===== src/rtl/dbx_pkg.sv =====
package dbx_pkg;
  typedef enum logic [1:0] {
    FN_IDLE    = 2'd0,
    FN_DSK2MEM = 2'd1,
    FN_MEM2DSK = 2'd2,
    FN_VERIFY  = 2'd3
  } xferFn_t;

  typedef enum logic [1:0] {
    SEL_COUNT = 2'd0,
    SEL_ADDR  = 2'd1,
    SEL_WORD  = 2'd2
  } memSel_t;

  typedef struct packed {
    logic    loadStart;
    logic    takeCount;
    logic    takeAddr;
    logic    stepDisk;
    memSel_t memSel;
  } dpStrobe_t;
endpackage


===== src/rtl/dbx_data.sv =====
module dbx_data
  import dbx_pkg::*;
#(
  parameter int WORD_W     = 18,
  parameter int DA_W       = 21,
  parameter int DISK_BITS  = 3,
  parameter int GROUP_BITS = 4,
  parameter int COUNT_LOC  = 30,
  parameter int ADDR_LOC   = 31,
  localparam int IDX_W     = DISK_BITS + GROUP_BITS,
  localparam int LOCK_W    = 1 << IDX_W
) (
  input  logic              clk,
  input  logic              rstN,
  input  dpStrobe_t         strobe,
  input  logic [DA_W-1:0]   startDa,
  input  logic [WORD_W-1:0] memRdata,
  input  logic [WORD_W-1:0] dskRdata,
  input  logic [LOCK_W-1:0] lockMask,
  input  logic [DA_W:0]     capWords,
  input  logic [WORD_W:0]   memSize,
  output logic [WORD_W-1:0] memAddr,
  output logic [WORD_W-1:0] memWdata,
  output logic [DA_W-1:0]   dskAddr,
  output logic [WORD_W-1:0] dskWdata,
  output logic              countZero,
  output logic              diskOver,
  output logic              regionLocked,
  output logic              verifyMiss,
  output logic              targetInMem
);
  localparam logic [WORD_W-1:0] CNT_A = WORD_W'(COUNT_LOC);
  localparam logic [WORD_W-1:0] ADR_A = WORD_W'(ADDR_LOC);

  logic [WORD_W-1:0] countReg;
  logic [WORD_W-1:0] addrReg;
  logic [DA_W-1:0]   daReg;
  logic [IDX_W-1:0]  lockIdx;

  always_ff @(posedge clk) begin
    if (!rstN) begin
      countReg <= '0;
      addrReg  <= '0;
      daReg    <= '0;
    end else begin
      if (strobe.loadStart) daReg <= startDa;
      if (strobe.takeCount) countReg <= memRdata + 1'b1;
      if (strobe.takeAddr)  addrReg  <= memRdata + 1'b1;
      if (strobe.stepDisk)  daReg    <= daReg + 1'b1;
    end
  end

  // disk number and track group sit side by side at the top of the address
  assign lockIdx      = daReg[DA_W-1 -: IDX_W];
  assign regionLocked = lockMask[lockIdx];
  assign countZero    = (countReg == '0);
  assign diskOver     = ({1'b0, daReg} >= capWords);
  assign verifyMiss   = (memRdata != dskRdata);
  assign targetInMem  = ({1'b0, addrReg} < memSize);

  always_comb begin
    unique case (strobe.memSel)
      SEL_COUNT: begin memAddr = CNT_A;   memWdata = countReg; end
      SEL_ADDR:  begin memAddr = ADR_A;   memWdata = addrReg;  end
      default:   begin memAddr = addrReg; memWdata = dskRdata; end
    endcase
  end

  assign dskAddr  = daReg;
  assign dskWdata = memRdata;
endmodule


===== src/rtl/dbx_ctrl.sv =====
module dbx_ctrl
  import dbx_pkg::*;
(
  input  logic      clk,
  input  logic      rstN,
  input  logic      start,
  input  xferFn_t   startFn,
  input  logic      burst,
  input  logic      wordGrant,
  input  logic      memRdy,
  input  logic      countZero,
  input  logic      diskOver,
  input  logic      regionLocked,
  input  logic      verifyMiss,
  input  logic      targetInMem,
  output dpStrobe_t strobe,
  output logic      memReq,
  output logic      memWe,
  output logic      dskWe,
  output logic      busy,
  output logic      done,
  output logic      errVerify,
  output logic      errLock,
  output logic      errNoDisk
);
  typedef enum logic [2:0] {
    ST_IDLE, ST_WAIT, ST_CNT_RD, ST_CNT_WR, ST_ADR_RD, ST_ADR_WR, ST_WORD
  } state_t;

  state_t  state, nextState;
  xferFn_t fnReg;
  logic    burstReg;
  logic    finish, wordEnd, setV, setL, setN;

  always_comb begin
    strobe    = '0;
    memReq    = 1'b0;
    memWe     = 1'b0;
    dskWe     = 1'b0;
    finish    = 1'b0;
    wordEnd   = 1'b0;
    setV      = 1'b0;
    setL      = 1'b0;
    setN      = 1'b0;
    nextState = state;
    unique case (state)
      ST_IDLE: if (start && startFn != FN_IDLE) begin
        strobe.loadStart = 1'b1;
        nextState        = ST_WAIT;
      end
      ST_WAIT: if (burstReg || wordGrant) begin
        if (diskOver) begin
          setN   = 1'b1;
          finish = 1'b1;
        end else nextState = ST_CNT_RD;
      end
      ST_CNT_RD: begin
        memReq = 1'b1;
        strobe.memSel = SEL_COUNT;
        if (memRdy) begin
          strobe.takeCount = 1'b1;
          nextState        = ST_CNT_WR;
        end
      end
      ST_CNT_WR: begin
        memReq = 1'b1;
        memWe  = 1'b1;
        strobe.memSel = SEL_COUNT;
        if (memRdy) nextState = ST_ADR_RD;
      end
      ST_ADR_RD: begin
        memReq = 1'b1;
        strobe.memSel = SEL_ADDR;
        if (memRdy) begin
          strobe.takeAddr = 1'b1;
          nextState       = ST_ADR_WR;
        end
      end
      ST_ADR_WR: begin
        memReq = 1'b1;
        memWe  = 1'b1;
        strobe.memSel = SEL_ADDR;
        if (memRdy) nextState = ST_WORD;
      end
      ST_WORD: begin
        strobe.memSel = SEL_WORD;
        unique case (fnReg)
          FN_DSK2MEM: begin
            if (targetInMem) begin
              memReq = 1'b1;
              memWe  = 1'b1;
              wordEnd = memRdy;
            end else wordEnd = 1'b1;
          end
          FN_MEM2DSK: begin
            memReq = 1'b1;
            if (memRdy) begin
              if (regionLocked) begin
                setL   = 1'b1;
                finish = 1'b1;
              end else begin
                dskWe   = 1'b1;
                wordEnd = 1'b1;
              end
            end
          end
          FN_VERIFY: begin
            memReq = 1'b1;
            if (memRdy) begin
              if (verifyMiss) begin
                setV   = 1'b1;
                finish = 1'b1;
              end else wordEnd = 1'b1;
            end
          end
          default: finish = 1'b1;
        endcase
        if (wordEnd) begin
          strobe.stepDisk = 1'b1;
          if (countZero) finish = 1'b1;
          else nextState = ST_WAIT;
        end
      end
      default: nextState = ST_IDLE;
    endcase
    if (finish) nextState = ST_IDLE;
  end

  always_ff @(posedge clk) begin
    if (!rstN) begin
      state     <= ST_IDLE;
      fnReg     <= FN_IDLE;
      burstReg  <= 1'b0;
      done      <= 1'b0;
      errVerify <= 1'b0;
      errLock   <= 1'b0;
      errNoDisk <= 1'b0;
    end else begin
      state <= nextState;
      if (strobe.loadStart) begin
        fnReg     <= startFn;
        burstReg  <= burst;
        done      <= 1'b0;
        errVerify <= 1'b0;
        errLock   <= 1'b0;
        errNoDisk <= 1'b0;
      end
      if (finish) done <= 1'b1;
      if (setV) errVerify <= 1'b1;
      if (setL) errLock   <= 1'b1;
      if (setN) errNoDisk <= 1'b1;
    end
  end

  assign busy = (state != ST_IDLE);
endmodule


===== src/rtl/dbreak_xfer.sv =====
module dbreak_xfer
  import dbx_pkg::*;
#(
  parameter int WORD_W     = 18,
  parameter int DA_W       = 21,
  parameter int DISK_BITS  = 3,
  parameter int GROUP_BITS = 4,
  parameter int COUNT_LOC  = 30,
  parameter int ADDR_LOC   = 31,
  localparam int LOCK_W    = 1 << (DISK_BITS + GROUP_BITS)
) (
  input  logic              clk,
  input  logic              rstN,
  input  logic              start,
  input  logic [1:0]        startFn,
  input  logic [DA_W-1:0]   startDiskAddr,
  input  logic              burstMode,
  input  logic              wordGrant,
  input  logic [LOCK_W-1:0] lockMask,
  input  logic [DA_W:0]     capWords,
  input  logic [WORD_W:0]   memSize,
  output logic              memReq,
  output logic              memWe,
  output logic [WORD_W-1:0] memAddr,
  output logic [WORD_W-1:0] memWdata,
  input  logic              memRdy,
  input  logic [WORD_W-1:0] memRdata,
  output logic [DA_W-1:0]   dskAddr,
  output logic              dskWe,
  output logic [WORD_W-1:0] dskWdata,
  input  logic [WORD_W-1:0] dskRdata,
  output logic              busy,
  output logic              done,
  output logic              errVerify,
  output logic              errLock,
  output logic              errNoDisk
);
  dpStrobe_t strobe;
  logic countZero, diskOver, regionLocked, verifyMiss, targetInMem;

  dbx_ctrl u_ctrl (
    .clk, .rstN, .start,
    .startFn(xferFn_t'(startFn)),
    .burst(burstMode), .wordGrant, .memRdy,
    .countZero, .diskOver, .regionLocked, .verifyMiss, .targetInMem,
    .strobe, .memReq, .memWe, .dskWe, .busy, .done,
    .errVerify, .errLock, .errNoDisk
  );

  dbx_data #(
    .WORD_W(WORD_W), .DA_W(DA_W), .DISK_BITS(DISK_BITS),
    .GROUP_BITS(GROUP_BITS), .COUNT_LOC(COUNT_LOC), .ADDR_LOC(ADDR_LOC)
  ) u_data (
    .clk, .rstN, .strobe,
    .startDa(startDiskAddr), .memRdata, .dskRdata, .lockMask,
    .capWords, .memSize, .memAddr, .memWdata, .dskAddr, .dskWdata,
    .countZero, .diskOver, .regionLocked, .verifyMiss, .targetInMem
  );
endmodule


===== config.mk =====
export PLATFORM = sky130hd
export DESIGN_NAME = dbreak_xfer
export DESIGN_NICKNAME = d
export VERILOG_FILES = /design/src/rtl/dbx_pkg.sv /design/src/rtl/dbx_data.sv /design/src/rtl/dbx_ctrl.sv /design/src/rtl/dbreak_xfer.sv
export SDC_FILE = /design/constraint.sdc
export NUM_CORES = 1
export LEC_CHECK = 0
export BUFFER_PORTS_ARGS = -buffer_cell sky130_fd_sc_hd__buf_2
export CORE_MARGIN = 1.5
export CORE_UTILIZATION = 45
export CTS_BUF_LIST = sky130_fd_sc_hd__clkbuf_4
export CTS_CLUSTER_DIAMETER = 200
export DETAILED_ROUTE_END_ITERATION = 12
export PLACE_DENSITY = 0.79
export SLEW_MARGIN = 0
export SYNTH_ARGS = -nofsm -noshare
export SYNTH_HDL_FRONTEND = slang
export SYNTH_SLANG_ARGS = --single-unit

===== constraint.sdc =====
create_clock -name clk -period 4.05 [get_ports clk]
set_input_delay 1.215 -clock clk [delete_from_list [all_inputs] [get_ports clk]]
set_output_delay 1.215 -clock clk [all_outputs]
set_load 0.1 [all_outputs]

==> metrics.yaml <==
sta:
  worst_slew_margin_rel_pct: 52.3
  final_critical_path_setup_slack_ns: -0.127
  fin_skew_ns: 0.0316
  fin_crit_ns: 4.18
  finalHoldWorstSlack_ns: 0.464
  timing_worst_slew_pin_value_ns: 0.708
  finalHoldViolations: 0
  setup-tns-final_ns: -0.375
  setup_viol: 3
  timing_max_transition_violations_final: 0
  final_min_period_over_clock_period_pct: 103
  maxClockFrequency_mhz: 239
  setup_repair_after_global_routing_missed_its_margin: "true"
power:
  finalPower_mw: 3.18
  pwr-share-comb_pct: 56.8
  power_frac_clock_pct: 15.3
  cellLeakagePower_nw: 3.85
  power_spent_charging_and_discharging_nets_mw: 1.60
  p_sw_share_pct: 50.3
  ir_drop_mv: 0.201
  pwr_density_cell_nw_per_um2: 355
  cellInternalPower_mw: 1.58
  seq_power_share_pct: 27.8
run_status:
  run_status: "finished, violations left"
  failed_checks: "setup timing"
placed_design:
  pre_cts_slack_ns: -0.188
  post-dp-hpwl_um: 18300
  place.detailed.instances: 1224
  dpl-instance-area_um2: 8620
  io_buffers: 316
  gp_routability_congestion: 0.953
setup_path:
  critical-path-top-cell-by-count: "sky130_fd_sc_hd__a21oi_2"
  max_stage_delay_ns: 0.29
  start_kind: "input port"
  timing.critical_path.arrival_ns: 2.96
  worstPathCellList: "buf_6 > inv_2 > ha_4 > nand3_4 > nor4_4 > o31ai_2 > a21oi_2 > nor3_4 > a21o_1 > a21oi_2 > nor2_4 > buf_12"
  cp_data_required_time_ns: 2.83
  startpoint_to_endpoint_class_of_the_critical_path: "in2out"
  crit_fanout: 3
  cp_slowest_cell: "sky130_fd_sc_hd__nor4_4"
  worstSetupEndpointType: "output port"
die:
  die_span_x_um: 122
  initial_core_util_pct: 46.0
  floorplan.die_area_um2: 14900
  top_level_port_count: 317
  coreArea_um2: 13900
  chipHeight_um: 122
  placementRows: 43
min_path:
  worstHoldPathType: "reg2reg"
yosys:
  synth_seq_area_share_pct: 21.0
  synthesis_stage_register_bit_count: 67
  synthesis.area_um2: 6380
  post_synth_num_cell_types: 67
  synth_top_area_share_pct: 21.0
  synth_most_common_cell: "sky130_fd_sc_hd__nor2_1"
  netlist_top_cells_count: "70 x sky130_fd_sc_hd__nor2_1, 67 x sky130_fd_sc_hd__dfxtp_1, 66 x sky130_fd_sc_hd__nand2_1, 53 x sky130_fd_sc_hd__inv_1, 44 x sky130_fd_sc_hd__a211oi_1"
  async_flop_share_pct: 0
  mappedNetlistNets: 1055
  yosysTopAreaCell: "sky130_fd_sc_hd__dfxtp_1"
  synth_enable_flop_cells: 0
  post_synth_top_flop: "sky130_fd_sc_hd__dfxtp_1"
  post_synth.cell_area_avg_um2: 8.17
  netlist_instances: 781
  ys_top_cells_by_area: "sky130_fd_sc_hd__dfxtp_1 21%, sky130_fd_sc_hd__mux4_2 8.8%, sky130_fd_sc_hd__ha_1 7.8%, sky130_fd_sc_hd__a211oi_1 5.2%, sky130_fd_sc_hd__a22o_1 4.9%"
  synth.yosys.warnings: 0
drt:
  dr_total_vias: 7325
  drt_iter0_drc: 749
  avgViaCountPerCell: 5.90
  final_antenna_net_count: 0
  detailedRoute.firstPassIterationCount: 5
  wl_per_cell_um: 18.7
  drt_wl_total_um: 23300
  route.detailed.drc: 0
grt:
  global_router_s_overall_resource_usage_pct: 29.7
  grt_pass1_wl_um: 34500
  first_global_vias: 6588
  grt_max_degree: 43
  overflow: 0
  initial_antenna_violation_count: 1
clocking:
  clock_insertion_delay_worst_skew_ns: 0.44
  cts_tree: "yes"
  clock_path_buffers: 2
  cts.sink_count: 67
  cts_buffers: 9
  path_clk_slew_ns: 0.13
  cts.repair_timing.setup_buffer_count: 0
  htree_levels: 3
  root_buffer: "sky130_fd_sc_hd__clkbuf_4"
  cts.hold.buffers_added: 0
layout:
  post_layout_nonfiller_instances: 1242
  postLayoutCellArea_um2: 8940
  syn2layout_area_growth_pct: 40.2
  post-route-util_pct: 64.4
  final_net_count: 1329
  layout_cell_share_with_drive_strength_beyond_1_pct: 40.8
  fill_cells: 1195
flow_run:
  cap_violations: 0
-- area by class of cell --
type / instances / area [um2] / area share (%)
repair buffers: 337 / 2310 / 25.8
multi-input cells: 587 / 4700 / 52.6
inverters: 53 / 206 / 2.31
clock buffers: 9 / 67.6 / 0.755
well taps: 180 / 225 / 2.52
flip-flops and latches: 67 / 1350 / 15.0
clock inverters: 7 / 81.3 / 0.909
diodes: 2 / 5.00 / 0.0560
-- path summary, 6_finish.rpt --
path / start / end / slack (ns) / cells after the start
setup reg to reg: u_data.dskAddr[16]$_SDFFE_PN0P_ / u_data.dskAddr[3]$_SDFFE_PN0P_ / 0.83 / 9
hold / removal: u_ctrl.burstReg$_SDFFE_PN0P_ / u_ctrl.burstReg$_SDFFE_PN0P_ / 0.46 / 2
setup / recovery: memSize[9] / memReq / -0.13 / 12
hold reg to reg: u_ctrl.burstReg$_SDFFE_PN0P_ / u_ctrl.burstReg$_SDFFE_PN0P_ / 0.46 / 2
-- power by group through the flow --
stage	Combinational (mW)	Sequential (mW)	Clock, mW
global route	1.91	0.900	0.520
finish	1.81	0.884	0.487
CTS	1.79	0.878	0.494
floorplan	1.11	1.04	0
detailed placement	1.78	0.893	0
global placement	1.76	0.891	0
-- metal layers --
layer	vias to the layer above	global-route usage, %	routed length (um)
met1	3443	39.3	9460
met2	377	49.9	11300
li1	3468	-	-
met5	-	0	0
met3	37	4.59	1980
met4	0	8.79	528
-- cells by family (layout without fill, tap and decap cells) --
kind of cell	Yosys count	count (layout)	synth area share [%]
and+or+nand+nor	256	256	19.8
xor gates and xnor gates	34	34	4.67
DFF	67	67	21.0
other	0	2	0
buffers and inverters	127	406	9.39
muxes	45	45	12.3
adders and majority gates	40	40	7.84
AOI/OAI and AO/OA	212	212	25.0
-- registers in the layout, indices dropped and copies added (netlist names) --
register          cells
u_ctrl.done           1
u_ctrl.errNoDisk      1
u_ctrl.state          3
u_data.countReg      18
u_ctrl.errVerify      1
u_data.addrReg       18
u_data.dskAddr       21
u_ctrl.burstReg       1
u_ctrl.errLock        1
u_ctrl.fnReg          2
-- layout by cell type (no fill, tap or decap), types with 11 or more instances in the layout --
cell type,n
sky130_fd_sc_hd__a211oi_1,43
sky130_fd_sc_hd__a21oi_1,28
sky130_fd_sc_hd__a22o_1,36
sky130_fd_sc_hd__and2_1,19
sky130_fd_sc_hd__buf_12,36
sky130_fd_sc_hd__buf_2,277
sky130_fd_sc_hd__buf_4,19
sky130_fd_sc_hd__dfxtp_1,64
sky130_fd_sc_hd__ha_1,32
sky130_fd_sc_hd__inv_1,47
sky130_fd_sc_hd__mux2i_1,15
sky130_fd_sc_hd__mux4_2,26
sky130_fd_sc_hd__nand2_1,63
sky130_fd_sc_hd__nand3_1,12
sky130_fd_sc_hd__nand4_1,19
sky130_fd_sc_hd__nor2_1,67
sky130_fd_sc_hd__nor3_1,15
sky130_fd_sc_hd__nor4_1,11
sky130_fd_sc_hd__o21ai_0,12
sky130_fd_sc_hd__xnor2_1,20
sky130_fd_sc_hd__xor2_1,14
-- timing repair --
item                       CTS  global route
pin swaps                   10            17
resized for setup           11            20
setup endpoints to repair    3             3
cloned                       0             0
-- critical path, delay by kind of cell --
kind / cells / cell delay [ns]
simple gates: 4 / 0.52
buf+inv: 3 / 0.27
compound gates: 4 / 0.67
fa+ha+maj: 1 / 0.27
(Power assumes the default switching activity.)
